$ cat src/rtl/urx_pkg.sv
package urx_pkg;
    localparam int ST_FULL  = 0;
    localparam int ST_OVR   = 1;
    localparam int ST_NOISE = 2;
    localparam int ST_FRAME = 3;
    localparam int ST_IDLE  = 4;
    localparam int ST_W     = 5;

    typedef enum logic {XF_EMPTY, XF_HELD}        xf_state_e;
    typedef enum logic {IA_DISARMED, IA_ARMED}    ia_state_e;
    typedef enum logic {CS_WAIT, CS_STAT_SEEN}    cs_state_e;
endpackage

$ cat src/rtl/urx_xfer_fsm.sv
module urx_xfer_fsm
    import urx_pkg::*;
#(
    parameter int DATA_W = 8
) (
    input  logic              clk,
    input  logic              rst_n,
    input  logic              rx_en,
    input  logic              bit_tick,
    input  logic              char_valid,
    input  logic [DATA_W-1:0] char_data,
    input  logic              char_noise,
    input  logic              char_frame,
    output logic              xfer_go,
    output logic [DATA_W-1:0] xfer_data,
    output logic              xfer_noise,
    output logic              xfer_frame
);
    xf_state_e state_q, state_d;
    logic [DATA_W-1:0] held_data_q;
    logic              held_noise_q;
    logic              held_frame_q;
    logic              capture;

    assign capture = rx_en && char_valid;

    always_ff @(posedge clk or negedge rst_n) begin
        if (!rst_n) state_q <= XF_EMPTY;
        else        state_q <= state_d;
    end

    always_comb begin
        state_d = state_q;
        unique case (state_q)
            XF_EMPTY: if (capture) state_d = XF_HELD;
            XF_HELD: begin
                if (!rx_en)                       state_d = XF_EMPTY;
                else if (bit_tick && !char_valid) state_d = XF_EMPTY;
            end
            default: state_d = XF_EMPTY;
        endcase
    end

    always_ff @(posedge clk or negedge rst_n) begin
        if (!rst_n) begin
            held_data_q  <= '0;
            held_noise_q <= 1'b0;
            held_frame_q <= 1'b0;
        end else if (capture) begin
            held_data_q  <= char_data;
            held_noise_q <= char_noise;
            held_frame_q <= char_frame;
        end
    end

    always_comb begin
        xfer_go    = (state_q == XF_HELD) && rx_en && bit_tick;
        xfer_data  = held_data_q;
        xfer_noise = held_noise_q;
        xfer_frame = held_frame_q;
    end

    AST_GO_ONLY_AFTER_CAPTURE: assert property (@(posedge clk) disable iff (!rst_n)
        xfer_go |-> (state_q == XF_HELD) && !$past(!rx_en && (state_q == XF_EMPTY)))
        else $error("transfer without held character");
endmodule

$ cat src/rtl/urx_idle_det.sv
module urx_idle_det
    import urx_pkg::*;
#(
    parameter int IDLE_TICKS = 10
) (
    input  logic clk,
    input  logic rst_n,
    input  logic rx_en,
    input  logic rx_line,
    input  logic bit_tick,
    input  logic arm_evt,
    input  logic disarm_evt,
    output logic armed,
    output logic idle_hit
);
    localparam int CNT_W = $clog2(IDLE_TICKS + 1);
    localparam logic [CNT_W-1:0] CNT_MAX = CNT_W'(IDLE_TICKS);

    ia_state_e state_q, state_d;
    logic [CNT_W-1:0] cnt_q;

    always_ff @(posedge clk or negedge rst_n) begin
        if (!rst_n)                          cnt_q <= '0;
        else if (!rx_line || !rx_en)         cnt_q <= '0;
        else if (bit_tick && cnt_q != CNT_MAX) cnt_q <= cnt_q + 1'b1;
    end

    always_ff @(posedge clk or negedge rst_n) begin
        if (!rst_n) state_q <= IA_DISARMED;
        else        state_q <= state_d;
    end

    always_comb begin
        state_d = state_q;
        unique case (state_q)
            IA_DISARMED: if (arm_evt)                  state_d = IA_ARMED;
            IA_ARMED:    if (disarm_evt && !arm_evt)   state_d = IA_DISARMED;
            default:     state_d = IA_DISARMED;
        endcase
    end

    always_comb begin
        armed    = (state_q == IA_ARMED);
        idle_hit = armed && rx_en && (cnt_q == CNT_MAX);
    end

    AST_LOW_LINE_RESTARTS: assert property (@(posedge clk) disable iff (!rst_n)
        !rx_line |=> (cnt_q == '0) || (rx_line && $past(rx_line) == 1'b0 && cnt_q <= 1))
        else $error("idle count not restarted");
    AST_COUNT_BOUNDED: assert property (@(posedge clk) disable iff (!rst_n)
        (cnt_q != $past(cnt_q)) |-> (cnt_q == '0) || (cnt_q == $past(cnt_q) + 1'b1))
        else $error("idle count jumped");
endmodule

$ cat src/rtl/urx_clr_fsm.sv
module urx_clr_fsm
    import urx_pkg::*;
(
    input  logic clk,
    input  logic rst_n,
    input  logic rd_status,
    input  logic rd_data,
    output logic clr_pulse
);
    cs_state_e state_q, state_d;

    always_ff @(posedge clk or negedge rst_n) begin
        if (!rst_n) state_q <= CS_WAIT;
        else        state_q <= state_d;
    end

    always_comb begin
        state_d = state_q;
        unique case (state_q)
            CS_WAIT:      if (rd_status) state_d = CS_STAT_SEEN;
            CS_STAT_SEEN: if (rd_data && !rd_status) state_d = CS_WAIT;
            default:      state_d = CS_WAIT;
        endcase
    end

    always_comb begin
        clr_pulse = (state_q == CS_STAT_SEEN) && rd_data;
    end
endmodule

$ cat src/rtl/urx_flags.sv
module urx_flags
    import urx_pkg::*;
#(
    parameter int DATA_W = 8
) (
    input  logic              clk,
    input  logic              rst_n,
    input  logic              xfer_go,
    input  logic [DATA_W-1:0] xfer_data,
    input  logic              xfer_noise,
    input  logic              xfer_frame,
    input  logic              idle_hit,
    input  logic              clr_pulse,
    input  logic              rd_data,
    output logic [DATA_W-1:0] data_q,
    output logic [ST_W-1:0]   flags_q
);
    logic overrun_evt;
    logic load_evt;

    assign overrun_evt = xfer_go && flags_q[ST_FULL] && !clr_pulse;
    assign load_evt    = xfer_go && !overrun_evt;

    always_ff @(posedge clk or negedge rst_n) begin
        if (!rst_n) begin
            data_q  <= '0;
            flags_q <= '0;
        end else begin
            if (clr_pulse) flags_q <= '0;
            if (overrun_evt) flags_q[ST_OVR] <= 1'b1;
            if (load_evt) begin
                data_q            <= xfer_data;
                flags_q[ST_FULL]  <= 1'b1;
                flags_q[ST_NOISE] <= xfer_noise;
                flags_q[ST_FRAME] <= xfer_frame;
            end
            if (idle_hit && !clr_pulse) flags_q[ST_IDLE] <= 1'b1;
        end
    end

    AST_OVR_NEEDS_FULL: assert property (@(posedge clk) disable iff (!rst_n)
        $rose(flags_q[ST_OVR]) |-> $past(flags_q[ST_FULL]))
        else $error("overrun without full");
    AST_OVR_KEEPS_DATA: assert property (@(posedge clk) disable iff (!rst_n)
        $rose(flags_q[ST_OVR]) |-> $stable(data_q))
        else $error("overrun replaced data");
    AST_FULL_FALLS_ON_READ: assert property (@(posedge clk) disable iff (!rst_n)
        $fell(flags_q[ST_FULL]) |-> $past(rd_data))
        else $error("full cleared without data read");
endmodule

$ cat src/rtl/uart_rx_status.sv
module uart_rx_status
    import urx_pkg::*;
#(
    parameter int DATA_W     = 8,
    parameter int IDLE_TICKS = 10
) (
    input  logic              clk,
    input  logic              rst_n,
    input  logic              rx_en,
    input  logic              bit_tick,
    input  logic              rx_line,
    input  logic              char_valid,
    input  logic [DATA_W-1:0] char_data,
    input  logic              char_noise,
    input  logic              char_frame,
    input  logic              rie,
    input  logic              ilie,
    input  logic              rd_status,
    input  logic              rd_data,
    output logic [DATA_W-1:0] data_out,
    output logic [ST_W-1:0]   status_out,
    output logic              rx_irq,
    output logic              idle_irq
);
    logic              xfer_go;
    logic [DATA_W-1:0] xfer_data;
    logic              xfer_noise;
    logic              xfer_frame;
    logic              armed;
    logic              idle_hit;
    logic              clr_pulse;
    logic [DATA_W-1:0] data_q;
    logic [ST_W-1:0]   flags_q;

    urx_xfer_fsm #(.DATA_W(DATA_W)) u_xfer (
        .clk(clk), .rst_n(rst_n), .rx_en(rx_en), .bit_tick(bit_tick),
        .char_valid(char_valid), .char_data(char_data),
        .char_noise(char_noise), .char_frame(char_frame),
        .xfer_go(xfer_go), .xfer_data(xfer_data),
        .xfer_noise(xfer_noise), .xfer_frame(xfer_frame)
    );

    urx_idle_det #(.IDLE_TICKS(IDLE_TICKS)) u_idle (
        .clk(clk), .rst_n(rst_n), .rx_en(rx_en), .rx_line(rx_line),
        .bit_tick(bit_tick), .arm_evt(xfer_go), .disarm_evt(clr_pulse),
        .armed(armed), .idle_hit(idle_hit)
    );

    urx_clr_fsm u_clr (
        .clk(clk), .rst_n(rst_n), .rd_status(rd_status), .rd_data(rd_data),
        .clr_pulse(clr_pulse)
    );

    urx_flags #(.DATA_W(DATA_W)) u_flags (
        .clk(clk), .rst_n(rst_n), .xfer_go(xfer_go), .xfer_data(xfer_data),
        .xfer_noise(xfer_noise), .xfer_frame(xfer_frame), .idle_hit(idle_hit),
        .clr_pulse(clr_pulse), .rd_data(rd_data),
        .data_q(data_q), .flags_q(flags_q)
    );

    always_comb begin
        data_out   = rx_en ? data_q : '0;
        status_out = flags_q;
        rx_irq     = rie  && flags_q[ST_FULL];
        idle_irq   = ilie && flags_q[ST_IDLE];
    end

    AST_LOAD_ON_TICK: assert property (@(posedge clk) disable iff (!rst_n)
        $rose(status_out[ST_FULL]) |-> $past(bit_tick))
        else $error("load without tick");
    AST_DISABLED_NO_SET: assert property (@(posedge clk) disable iff (!rst_n)
        !rx_en |=> ((status_out & ~$past(status_out)) == '0))
        else $error("flag set while disabled");
    AST_IDLE_NEEDS_ARM: assert property (@(posedge clk) disable iff (!rst_n)
        $rose(status_out[ST_IDLE]) |-> $past(armed))
        else $error("idle without character");
    AST_RXIRQ_NEEDS_ENABLE: assert property (@(posedge clk) disable iff (!rst_n)
        rx_irq |-> rie && status_out[ST_FULL])
        else $error("receive interrupt without cause");
endmodule

$ cat config.mk
export PLATFORM = sky130hd
export DESIGN_NAME = uart_rx_status
export DESIGN_NICKNAME = d
export VERILOG_FILES = /design/src/rtl/urx_pkg.sv /design/src/rtl/urx_xfer_fsm.sv /design/src/rtl/urx_idle_det.sv /design/src/rtl/urx_clr_fsm.sv /design/src/rtl/urx_flags.sv /design/src/rtl/uart_rx_status.sv
export SDC_FILE = /design/constraint.sdc
export NUM_CORES = 1
export LEC_CHECK = 0
export BUFFER_PORTS_ARGS = -buffer_cell sky130_fd_sc_hd__buf_2
export CORE_MARGIN = 2
export CORE_UTILIZATION = 35
export CTS_CLUSTER_DIAMETER = 60
export DETAILED_ROUTE_END_ITERATION = 7
export PLACE_DENSITY_LB_ADDON = 0.1
export SLEW_MARGIN = 40
export SYNTH_ARGS = -nofsm -noshare
export SYNTH_HDL_FRONTEND = slang
export SYNTH_HIERARCHICAL = 1
export SYNTH_SLANG_ARGS = --single-unit
$ cat constraint.sdc
create_clock -name clk -period 3.3 [get_ports clk]
set_input_delay 0 -clock clk [delete_from_list [all_inputs] [get_ports clk]]
set_output_delay 0 -clock clk [all_outputs]
set_load 0.05 [all_outputs]
==> results of run 1 <==
==> sequential cells by signal, summed over array words and instances, names as in the netlist <==
register,cells
u_flags/data_q,8
u_idle/armed,1
u_xfer/xfer_frame,1
u_idle/cnt_q,4
u_xfer/xfer_noise,1
u_xfer/xfer_data,8
u_xfer/state_q,1
u_clr/state_q,1
u_flags/flags_q,5
==> placed cells by master (no fill, tap or decap), drive strengths merged <==
cell type	count
mux2	18
nand2b	2
nor2b	1
ha	2
and2	11
inv	5
dlygate4sd3	13
o2111ai	1
and3b	1
o41ai	1
clkinv	2
nor2	4
buf	34
nand2	5
a32o	2
a21o	2
or3	2
dfrtp	30
nand4	1
xor2	1
clkbuf	5
o21a	1
a21oi	4
and3	2
o21ai	1
==> critical path: stages, from the launching register on <==
cell and delay, ns:
sky130_fd_sc_hd__dfrtp_1 0.40, sky130_fd_sc_hd__inv_1 0.06, sky130_fd_sc_hd__ha_1 0.19, sky130_fd_sc_hd__and3b_4 0.20, sky130_fd_sc_hd__or3_1 0.31, sky130_fd_sc_hd__a21oi_1 0.16
==> stage by stage <==
stage / utilization / instances / cell area [um^2]
after detailed placement: 0.425 / 179 / 1560
final: 0.483 / 199 / 1770
after global routing: 0.483 / 199 / 1770
after global placement: 0.425 / 179 / 1560
after CTS: 0.483 / 199 / 1770
after floorplan: - / 97 / 1330
==> cell families (layout without fill, tap and decap cells) <==
kind of cell | count (synthesis) | count (layout) | synth area share
DFF | 30 | 30 | 0.566
adders and majority gates | 2 | 2 | 0.0188
and+or+nand+nor | 29 | 29 | 0.151
xor gates and xnor gates | 1 | 1 | 0.00660
muxes | 18 | 18 | 0.175
AOI/OAI and AO/OA | 12 | 12 | 0.0688
buffers and inverters | 5 | 59 | 0.0141
==> final cells by class <==
type / count / area (um^2) / share of cell area
well taps: 48 / 60.1 / 0.0340
repair buffers: 47 / 300 / 0.170
multi-input cells: 62 / 558 / 0.316
clock inverters: 2 / 10.0 / 0.00567
clock buffers: 5 / 68.8 / 0.0390
inverters: 5 / 18.8 / 0.0106
flip-flops and latches: 30 / 751 / 0.425
==> power by group through the flow <==
stage,registers (mW),logic [mW],clock network [mW]
floorplan,0.466,0.172,0
global placement,0.460,0.234,0
detailed placement,0.461,0.239,0
CTS,0.456,0.251,0.280
global route,0.463,0.263,0.300
finish,0.456,0.247,0.268
==> layer usage <==
metal | track usage | wire (um) | up-vias
met5 | 0 | 0 | -
met4 | 0.0547 | 45 | 0
met3 | 0.0702 | 143 | 4
met2 | 0.222 | 1170 | 22
met1 | 0.153 | 1080 | 436
li1 | - | - | 441
==> how the worst max path moves through the flow <==
| stage | depth (start not counted) | slack [ns] | start | end |
|---|---|---|---|---|
| after detailed placement | 5 | 1.89 | u_idle/cnt_q[0]$_DFFE_PN0P_ | u_idle/cnt_q[0]$_DFFE_PN0P_ |
| after global placement | 5 | 1.97 | u_idle/cnt_q[0]$_DFFE_PN0P_ | u_idle/cnt_q[2]$_DFFE_PN0P_ |
| final | 5 | 1.89 | u_idle/cnt_q[0]$_DFFE_PN0P_ | u_idle/cnt_q[0]$_DFFE_PN0P_ |
| after floorplan | 3 | 1.92 | u_flags/flags_q[0]$_DFFE_PN0P_ | u_flags/data_q[0]$_DFFE_PN0P_ |
| after CTS | 5 | 1.88 | u_idle/cnt_q[0]$_DFFE_PN0P_ | u_idle/cnt_q[0]$_DFFE_PN0P_ |
| after global routing | 5 | 1.81 | u_idle/cnt_q[0]$_DFFE_PN0P_ | u_idle/cnt_q[0]$_DFFE_PN0P_ |
==> impl_results.html, run 1 <==
<table>
<tr><th>Metric</th><th>Value</th></tr>
<tr><th colspan="2">Status</th></tr>
<tr><td>Status</td><td>finished, final reports clean</td></tr>
<tr><th colspan="2">Drt</th></tr>
<tr><td>Drt initial violations</td><td>20</td></tr>
<tr><td>Post-detailed-route DRC marker count</td><td>0</td></tr>
<tr><td>Avg WL per Cell</td><td>12.2 um</td></tr>
<tr><td>Antenna Violating Nets Remaining</td><td>0</td></tr>
<tr><td>Routed via count</td><td>903</td></tr>
<tr><td>Number of search-and-repair iterations in the first detailed-routing pass</td><td>4</td></tr>
<tr><td>Per-cell via count in the routed design</td><td>4.54</td></tr>
<tr><td>Wire length after detailed routing</td><td>2.43 mm</td></tr>
<tr><th colspan="2">Global route</th></tr>
<tr><td>Combined global-route utilization of all metal layers</td><td>0.137</td></tr>
<tr><td>Global-route wire length before repair</td><td>4.25 mm</td></tr>
<tr><td>Initial antenna violation count</td><td>0</td></tr>
<tr><td>Sum of overflow across all layers after global routing</td><td>0</td></tr>
<tr><td>Number of global-route vias before repair</td><td>964</td></tr>
<tr><td>Pin count of the biggest net entering global routing</td><td>31</td></tr>
<tr><th colspan="2">Placement</th></tr>
<tr><td>Buffers on Ports</td><td>34</td></tr>
<tr><td>Placer congestion estimate</td><td>0.679</td></tr>
<tr><td>Half-perimeter wire length of the detailed placement result</td><td>1.67 mm</td></tr>
<tr><td>Worst setup slack after placement</td><td>1.89 ns</td></tr>
<tr><th colspan="2">Logic synthesis</th></tr>
<tr><td>Fraction of the yosys area taken by sequential cells</td><td>0.566</td></tr>
<tr><td>Post-Synthesis Mean Instance Area</td><td>13.7 um^2</td></tr>
<tr><td>Fraction of registers with async set/reset</td><td>1.00</td></tr>
<tr><td>Flip-flop cell with the highest count after synthesis</td><td>sky130_fd_sc_hd__dfrtp_1</td></tr>
<tr><td>Most area-hungry cell type in the Yosys netlist</td><td>sky130_fd_sc_hd__dfrtp_1</td></tr>
<tr><td>Yosys warning count</td><td>6</td></tr>
<tr><td>Most repeated cell in the gate-level netlist after synthesis</td><td>sky130_fd_sc_hd__dfrtp_1</td></tr>
<tr><td>Synthesized cell area</td><td>1330 um^2</td></tr>
<tr><td>Post-synthesis cell type count</td><td>27</td></tr>
<tr><td>Total nets after synthesis</td><td>119</td></tr>
<tr><td>Post-synth EDFFs</td><td>0</td></tr>
<tr><td>Most numerous cell types in the synthesized netlist</td><td>sky130_fd_sc_hd__dfrtp_1 (30), sky130_fd_sc_hd__and2_1 (10), sky130_fd_sc_hd__mux2_2 (10)</td></tr>
<tr><td>Leading cell types by total area after synthesis</td><td>sky130_fd_sc_hd__dfrtp_1 (57%), sky130_fd_sc_hd__mux2_4 (9.0%), sky130_fd_sc_hd__mux2_2 (8.5%), sky130_fd_sc_hd__and2_1 (4.7%), sky130_fd_sc_hd__ha_1 (1.9%)</td></tr>
<tr><td>Fraction of post-synthesis cell area in the top cell type by area</td><td>0.566</td></tr>
<tr><td>Post-synthesis register bit count</td><td>30</td></tr>
<tr><td>Cell count after synthesis</td><td>97</td></tr>
<tr><th colspan="2">Floorplan</th></tr>
<tr><td>Horiz. Die Dim</td><td>65.6 um</td></tr>
<tr><td>Starting utilization of the core area</td><td>0.363</td></tr>
<tr><td>Area of the core</td><td>3660 um^2</td></tr>
<tr><td>Total number of placement rows</td><td>22</td></tr>
<tr><td>Number of I/O pins</td><td>35</td></tr>
<tr><td>Area enclosed by the die boundary</td><td>4300 um^2</td></tr>
<tr><td>Die Ht</td><td>65.6 um</td></tr>
<tr><th colspan="2">Timing</th></tr>
<tr><td>Number of setup violations in the final report</td><td>0</td></tr>
<tr><td>Count of final max-slew check failures</td><td>0</td></tr>
<tr><td>Share of the cycle needed by the critical path after routing</td><td>0.428</td></tr>
<tr><td>Worst Skew</td><td>0.00475 ns</td></tr>
<tr><td>Final-layout worst hold slack</td><td>0.00857 ns</td></tr>
<tr><td>Post-route setup TNS</td><td>0 ns</td></tr>
<tr><td>Worst-Margin Slew</td><td>0.645 ns</td></tr>
<tr><td>Worst slew slack as a fraction of its limit</td><td>0.570</td></tr>
<tr><td>Maximum achievable frequency</td><td>0.709 GHz</td></tr>
<tr><td>Hold Vio Cnt, Final</td><td>0</td></tr>
<tr><td>Unrepaired setup endpoints after global routing</td><td>no</td></tr>
<tr><td>Setup slack after layout</td><td>1.89 ns</td></tr>
<tr><td>Final critical-path required period</td><td>1.41 ns</td></tr>
<tr><th colspan="2">Worst hold path</th></tr>
<tr><td>Min-delay src</td><td>rd_data</td></tr>
<tr><td>Worst hold path endpoint</td><td>u_clr/state_q$_DFF_PN0_</td></tr>
<tr><td>Class of the tightest hold or removal check</td><td>in -&gt; reg</td></tr>
<tr><td>Hold path depth</td><td>3</td></tr>
<tr><th colspan="2">Worst setup path</th></tr>
<tr><td>Worst Setup Path Type</td><td>reg -&gt; reg</td></tr>
<tr><td>Reg-to-reg critical path endpoint</td><td>u_idle/cnt_q[0]$_DFFE_PN0P_</td></tr>
<tr><td>Worst R2R Start</td><td>u_idle/cnt_q[0]$_DFFE_PN0P_</td></tr>
<tr><td>Worst Reg-to-Reg Cells</td><td>5</td></tr>
<tr><td>Signal arrival time at the worst endpoint</td><td>1.61 ns</td></tr>
<tr><td>Largest fanout on the critical path</td><td>6</td></tr>
<tr><td>Critical Path Sink Type</td><td>flop</td></tr>
<tr><td>Flop-to-flop setup slack</td><td>1.89 ns</td></tr>
<tr><td>Setup crit start kind</td><td>flop</td></tr>
<tr><td>Required arrival time at the worst endpoint</td><td>3.49 ns</td></tr>
<tr><th colspan="2">CTS</th></tr>
<tr><td>CTS root buffer</td><td>sky130_fd_sc_hd__clkbuf_8</td></tr>
<tr><td>TritonCTS Sinks</td><td>30</td></tr>
<tr><td>Maximum clock insertion buffer count</td><td>2</td></tr>
<tr><td>Clock transition at path regs</td><td>0.06 ns</td></tr>
<tr><td>Number of CTS-inserted buffers</td><td>5</td></tr>
<tr><td>TritonCTS clock tree</td><td>built</td></tr>
<tr><td>Clock insertion delay at the later pin of the skew report</td><td>0.28 ns</td></tr>
<tr><td>Number of hold-repair buffers added at the cts stage</td><td>13</td></tr>
<tr><td>Cells resized by post-CTS repair</td><td>0</td></tr>
<tr><td>Post-CTS Setup Repair Bufs</td><td>0</td></tr>
<tr><td>Depth of the CTS H-tree</td><td>2</td></tr>
<tr><th colspan="2">Power and ir drop</th></tr>
<tr><td>Peak supply drop</td><td>249 uV</td></tr>
<tr><td>Fraction of power spent switching nets</td><td>0.302</td></tr>
<tr><td>Clk network pwr share</td><td>0.276</td></tr>
<tr><td>Cell Pwr Density</td><td>549 nW/um^2</td></tr>
<tr><td>Power share of the sequential group</td><td>0.470</td></tr>
<tr><td>Power share of the combinational group</td><td>0.254</td></tr>
<tr><td>Internal power consumption</td><td>0.678 mW</td></tr>
<tr><td>Net Sw Power</td><td>0.293 mW</td></tr>
<tr><td>Total chip power</td><td>0.971 mW</td></tr>
<tr><td>Reported leakage power</td><td>0.906 nW</td></tr>
<tr><th colspan="2">Finish</th></tr>
<tr><td>Layout-stage area growth over the synthesis result</td><td>33.1%</td></tr>
<tr><td>Number of diodes added for antenna fixing</td><td>0</td></tr>
<tr><td>Final nets</td><td>173</td></tr>
<tr><td>Filler instances</td><td>344</td></tr>
<tr><td>Layout cell share with drive strength beyond 1</td><td>0.457</td></tr>
<tr><th colspan="2">Job</th></tr>
<tr><td>Max Cap Viol</td><td>0</td></tr>
</table>
No activity file was read; power rests on OpenSTA's default activity.
==> run 2, diff against run 1 <==
==> constraint.sdc (replaced) <==
create_clock -name clk -period 1.2 [get_ports clk]
set_input_delay 0 -clock clk [delete_from_list [all_inputs] [get_ports clk]]
set_output_delay 0 -clock clk [all_outputs]
set_load 0.05 [all_outputs]
==> run 2 against run 1 <==
Against the previous run:
- the run now ends with negative setup slack left
- clock skew fell by 0.00080 ns
- critical endpoint is now u_idle/cnt_q[2]$_DFFE_PN0P_
- sequential share of layout area fell by 2.4 points
- largest power group unchanged
- non-clock buffer count rose by 11
- global-route usage rose by 0.21 points
- worst hold slack improved by 0.0029 ns
- count of clock-buffer cells in the layout rose by 1
==> impl_results.html, run 2 (synthesis results as in run 1) <==
<table>
<tr><th>Metric</th><th>Value</th></tr>
<tr><th colspan="2">Floorplan</th></tr>
<tr><td>Number of I/O pins</td><td>35 (unchanged)</td></tr>
<tr><td>Area enclosed by the die boundary</td><td>4300 um^2 (unchanged)</td></tr>
<tr><td>Starting utilization of the core area</td><td>0.363 (unchanged)</td></tr>
<tr><td>Horiz. Die Dim</td><td>65.6 um (unchanged)</td></tr>
<tr><td>Total number of placement rows</td><td>22 (unchanged)</td></tr>
<tr><td>Die Ht</td><td>65.6 um (unchanged)</td></tr>
<tr><td>Area of the core</td><td>3660 um^2 (unchanged)</td></tr>
<tr><th colspan="2">Timing</th></tr>
<tr><td>Worst slew slack as a fraction of its limit</td><td>0.798 (was 0.570)</td></tr>
<tr><td>Count of final max-slew check failures</td><td>0 (unchanged)</td></tr>
<tr><td>Maximum achievable frequency</td><td>0.746 GHz (was 0.709 GHz)</td></tr>
<tr><td>Worst-Margin Slew</td><td>0.303 ns (was 0.645 ns)</td></tr>
<tr><td>Hold Vio Cnt, Final</td><td>0 (unchanged)</td></tr>
<tr><td>Setup slack after layout</td><td>-0.140 ns (was 1.89 ns)</td></tr>
<tr><td>Share of the cycle needed by the critical path after routing</td><td>1.12 (was 0.428)</td></tr>
<tr><td>Post-route setup TNS</td><td>-0.348 ns (was 0 ns)</td></tr>
<tr><td>Worst Skew</td><td>0.00394 ns (was 0.00475 ns)</td></tr>
<tr><td>Unrepaired setup endpoints after global routing</td><td>yes (was no)</td></tr>
<tr><td>Final critical-path required period</td><td>1.34 ns (was 1.41 ns)</td></tr>
<tr><td>Number of setup violations in the final report</td><td>10 (was 0)</td></tr>
<tr><th colspan="2">Placement</th></tr>
<tr><td>Half-perimeter wire length of the detailed placement result</td><td>1.87 mm (was 1.67 mm)</td></tr>
<tr><td>Placed cell count</td><td>188 (was 179)</td></tr>
<tr><td>Buffers on Ports</td><td>34 (unchanged)</td></tr>
<tr><td>Placer congestion estimate</td><td>0.799 (was 0.679)</td></tr>
<tr><th colspan="2">Power and ir drop</th></tr>
<tr><td>Peak supply drop</td><td>833 uV (was 249 uV)</td></tr>
<tr><td>Cell Pwr Density</td><td>1470 nW/um^2 (was 549 nW/um^2)</td></tr>
<tr><td>Power share of the combinational group</td><td>0.260 (was 0.254)</td></tr>
<tr><td>Internal power consumption</td><td>1.95 mW (was 0.678 mW)</td></tr>
<tr><td>Power share of the sequential group</td><td>0.457 (was 0.470)</td></tr>
<tr><td>Total chip power</td><td>2.75 mW (was 0.971 mW)</td></tr>
<tr><td>Clk network pwr share</td><td>0.283 (was 0.276)</td></tr>
<tr><td>Reported leakage power</td><td>0.957 nW (was 0.906 nW)</td></tr>
<tr><td>Net Sw Power</td><td>0.804 mW (was 0.293 mW)</td></tr>
<tr><td>Fraction of power spent switching nets</td><td>0.292 (was 0.302)</td></tr>
<tr><th colspan="2">CTS</th></tr>
<tr><td>TritonCTS clock tree</td><td>built (unchanged)</td></tr>
<tr><td>Clock transition at path regs</td><td>0.06 ns (about the same)</td></tr>
<tr><td>Depth of the CTS H-tree</td><td>2 (unchanged)</td></tr>
<tr><td>TritonCTS Sinks</td><td>30 (unchanged)</td></tr>
<tr><td>CTS root buffer</td><td>sky130_fd_sc_hd__clkbuf_8 (unchanged)</td></tr>
<tr><td>Clock insertion delay at the later pin of the skew report</td><td>0.27 ns (was 0.28 ns)</td></tr>
<tr><td>Number of CTS-inserted buffers</td><td>5 (unchanged)</td></tr>
<tr><td>Maximum clock insertion buffer count</td><td>2 (unchanged)</td></tr>
<tr><th colspan="2">Global route</th></tr>
<tr><td>Number of global-route vias before repair</td><td>973 (was 964)</td></tr>
<tr><td>Pin count of the biggest net entering global routing</td><td>15 (was 31)</td></tr>
<tr><td>Initial antenna violation count</td><td>0 (unchanged)</td></tr>
<tr><td>Global-route wire length before repair</td><td>4.37 mm (was 4.25 mm)</td></tr>
<tr><td>Sum of overflow across all layers after global routing</td><td>0 (unchanged)</td></tr>
<tr><td>Combined global-route utilization of all metal layers</td><td>0.139 (was 0.137)</td></tr>
<tr><th colspan="2">Status</th></tr>
<tr><td>Status</td><td>finished, violations left (was finished, final reports clean)</td></tr>
<tr><td>Violations in the final reports</td><td>negative setup slack</td></tr>
<tr><th colspan="2">Drt</th></tr>
<tr><td>Wire length after detailed routing</td><td>2.66 mm (was 2.43 mm)</td></tr>
<tr><td>Drt initial violations</td><td>29 (was 20)</td></tr>
<tr><td>Number of search-and-repair iterations in the first detailed-routing pass</td><td>2 (was 4)</td></tr>
<tr><td>Per-cell via count in the routed design</td><td>4.52 (was 4.54)</td></tr>
<tr><td>Antenna Violating Nets Remaining</td><td>0 (unchanged)</td></tr>
<tr><td>Avg WL per Cell</td><td>12.7 um (was 12.2 um)</td></tr>
<tr><td>Routed via count</td><td>944 (was 903)</td></tr>
<tr><td>Post-detailed-route DRC marker count</td><td>0 (unchanged)</td></tr>
<tr><th colspan="2">Finish</th></tr>
<tr><td>Number of diodes added for antenna fixing</td><td>0 (unchanged)</td></tr>
<tr><td>Layout-stage area growth over the synthesis result</td><td>41.4% (was 33.1%)</td></tr>
<tr><td>Final cell count without fillers</td><td>209 (was 199)</td></tr>
<tr><td>Final nets</td><td>184 (was 173)</td></tr>
<tr><td>Leading cell type in the layout, fill and taps excluded</td><td>sky130_fd_sc_hd__buf_2 (unchanged)</td></tr>
<tr><td>Filler instances</td><td>321 (was 344)</td></tr>
<tr><td>Layout cell share with drive strength beyond 1</td><td>0.522 (was 0.457)</td></tr>
<tr><td>Top library cells by usage in the layout, fill and taps aside</td><td>sky130_fd_sc_hd__buf_2 (34), sky130_fd_sc_hd__dfrtp_1 (29), sky130_fd_sc_hd__dlygate4sd3_1 (13) (was sky130_fd_sc_hd__buf_2 (34), sky130_fd_sc_hd__dfrtp_1 (30), sky130_fd_sc_hd__dlygate4sd3_1 (13))</td></tr>
<tr><td>Share of the core filled with cells in the final layout</td><td>0.513 (was 0.483)</td></tr>
<tr><th colspan="2">Job</th></tr>
<tr><td>Max Cap Viol</td><td>0 (unchanged)</td></tr>
<tr><th colspan="2">Worst setup path</th></tr>
<tr><td>Worst Setup Path Type</td><td>reg -&gt; reg (unchanged)</td></tr>
<tr><td>Critical Path Sink Type</td><td>flop (unchanged)</td></tr>
<tr><td>Largest fanout on the critical path</td><td>4 (was 6)</td></tr>
<tr><td>Setup crit start kind</td><td>flop (unchanged)</td></tr>
<tr><td>Worst Reg-to-Reg Cells</td><td>6 (was 5)</td></tr>
<tr><td>Required arrival time at the worst endpoint</td><td>1.40 ns (was 3.49 ns)</td></tr>
<tr><td>Signal arrival time at the worst endpoint</td><td>1.54 ns (was 1.61 ns)</td></tr>
<tr><th colspan="2">Worst hold path</th></tr>
<tr><td>Hold path depth</td><td>3 (unchanged)</td></tr>
<tr><td>Class of the tightest hold or removal check</td><td>in -&gt; reg (unchanged)</td></tr>
</table>
[run 2: path summary, 6_finish.rpt]
| kind | slack, ns | from | end |
|---|---|---|---|
| max | -0.14 | u_idle/cnt_q[0]$_DFFE_PN0P_ | u_idle/cnt_q[2]$_DFFE_PN0P_ |
| min | 0.01 | rd_data | u_clr/state_q$_DFF_PN0_ |
| max reg2reg | -0.14 | u_idle/cnt_q[0]$_DFFE_PN0P_ | u_idle/cnt_q[2]$_DFFE_PN0P_ |
| min reg2reg | 0.49 | u_flags/flags_q[2]$_DFFE_PN0P_ | u_flags/flags_q[2]$_DFFE_PN0P_ |
| max in group asynchronous | 0.61 | rst_n | u_idle/cnt_q[0]$_DFFE_PN0P_ |
| min in group asynchronous | 0.14 | rst_n | u_xfer/xfer_data[5]$_DFFE_PN0P_ |
[run 2: power by group through the flow]
stage | Clock (mW) | Combinational (mW) | Sequential (mW)
4_1_cts | 0.807 | 0.716 | 1.26
3_3_place_gp | 0 | 0.668 | 1.27
6_report | 0.777 | 0.715 | 1.26
2_1_floorplan | 0 | 0.476 | 1.28
5_1_grt | 0.859 | 0.762 | 1.28
3_5_place_dp | 0 | 0.684 | 1.27
[run 2: what timing repair did]
item	CTS	global route
resized for setup	0	5
endpoints found under the hold margin	42	0
endpoints found under the setup margin	10	15
pin swaps	0	6
setup buffers	0	2
hold buffers	14	0
[run 2: worst max-delay path, cell delays in order, from the launching register on]
cell	delay, ns
sky130_fd_sc_hd__dfrtp_1	0.35
sky130_fd_sc_hd__buf_4	0.11
sky130_fd_sc_hd__buf_4	0.11
sky130_fd_sc_hd__ha_1	0.14
sky130_fd_sc_hd__nand2_1	0.07
sky130_fd_sc_hd__or3_1	0.37
sky130_fd_sc_hd__a21oi_2	0.12
[run 2: area by class of cell]
cell class | count | area (um^2) | share of cell area
inverter | 5 | 18.8 | 0.0100
multi-input combinational | 62 | 577 | 0.307
tap | 48 | 60.1 | 0.0320
clock buffer | 6 | 82.6 | 0.0440
sequential | 30 | 752 | 0.401
timing repair buffer | 58 | 387 | 0.206
[run 2: stage by stage]
step	instance area [um^2]	hold WS [ns]	worst slack [ns]
CTS	1850	0.0317	-0.0911
global placement	1630	-0.0957	-0.0169
detailed placement	1630	-0.0849	-0.0799
global route	1880	0.0326	-0.192
finish	1880	0.0115	-0.140
floorplan	1330	-0.296	-0.0585
[run 2: metal layers]
| layer | GRT usage | part of all wire | up-vias |
|---|---|---|---|
| li1 | - | - | 465 |
| met1 | 0.168 | 0.44 | 452 |
| met2 | 0.224 | 0.50 | 20 |
| met3 | 0.0394 | 0.039 | 7 |
| met4 | 0.0755 | 0.024 | 0 |
| met5 | 0 | 0 | - |
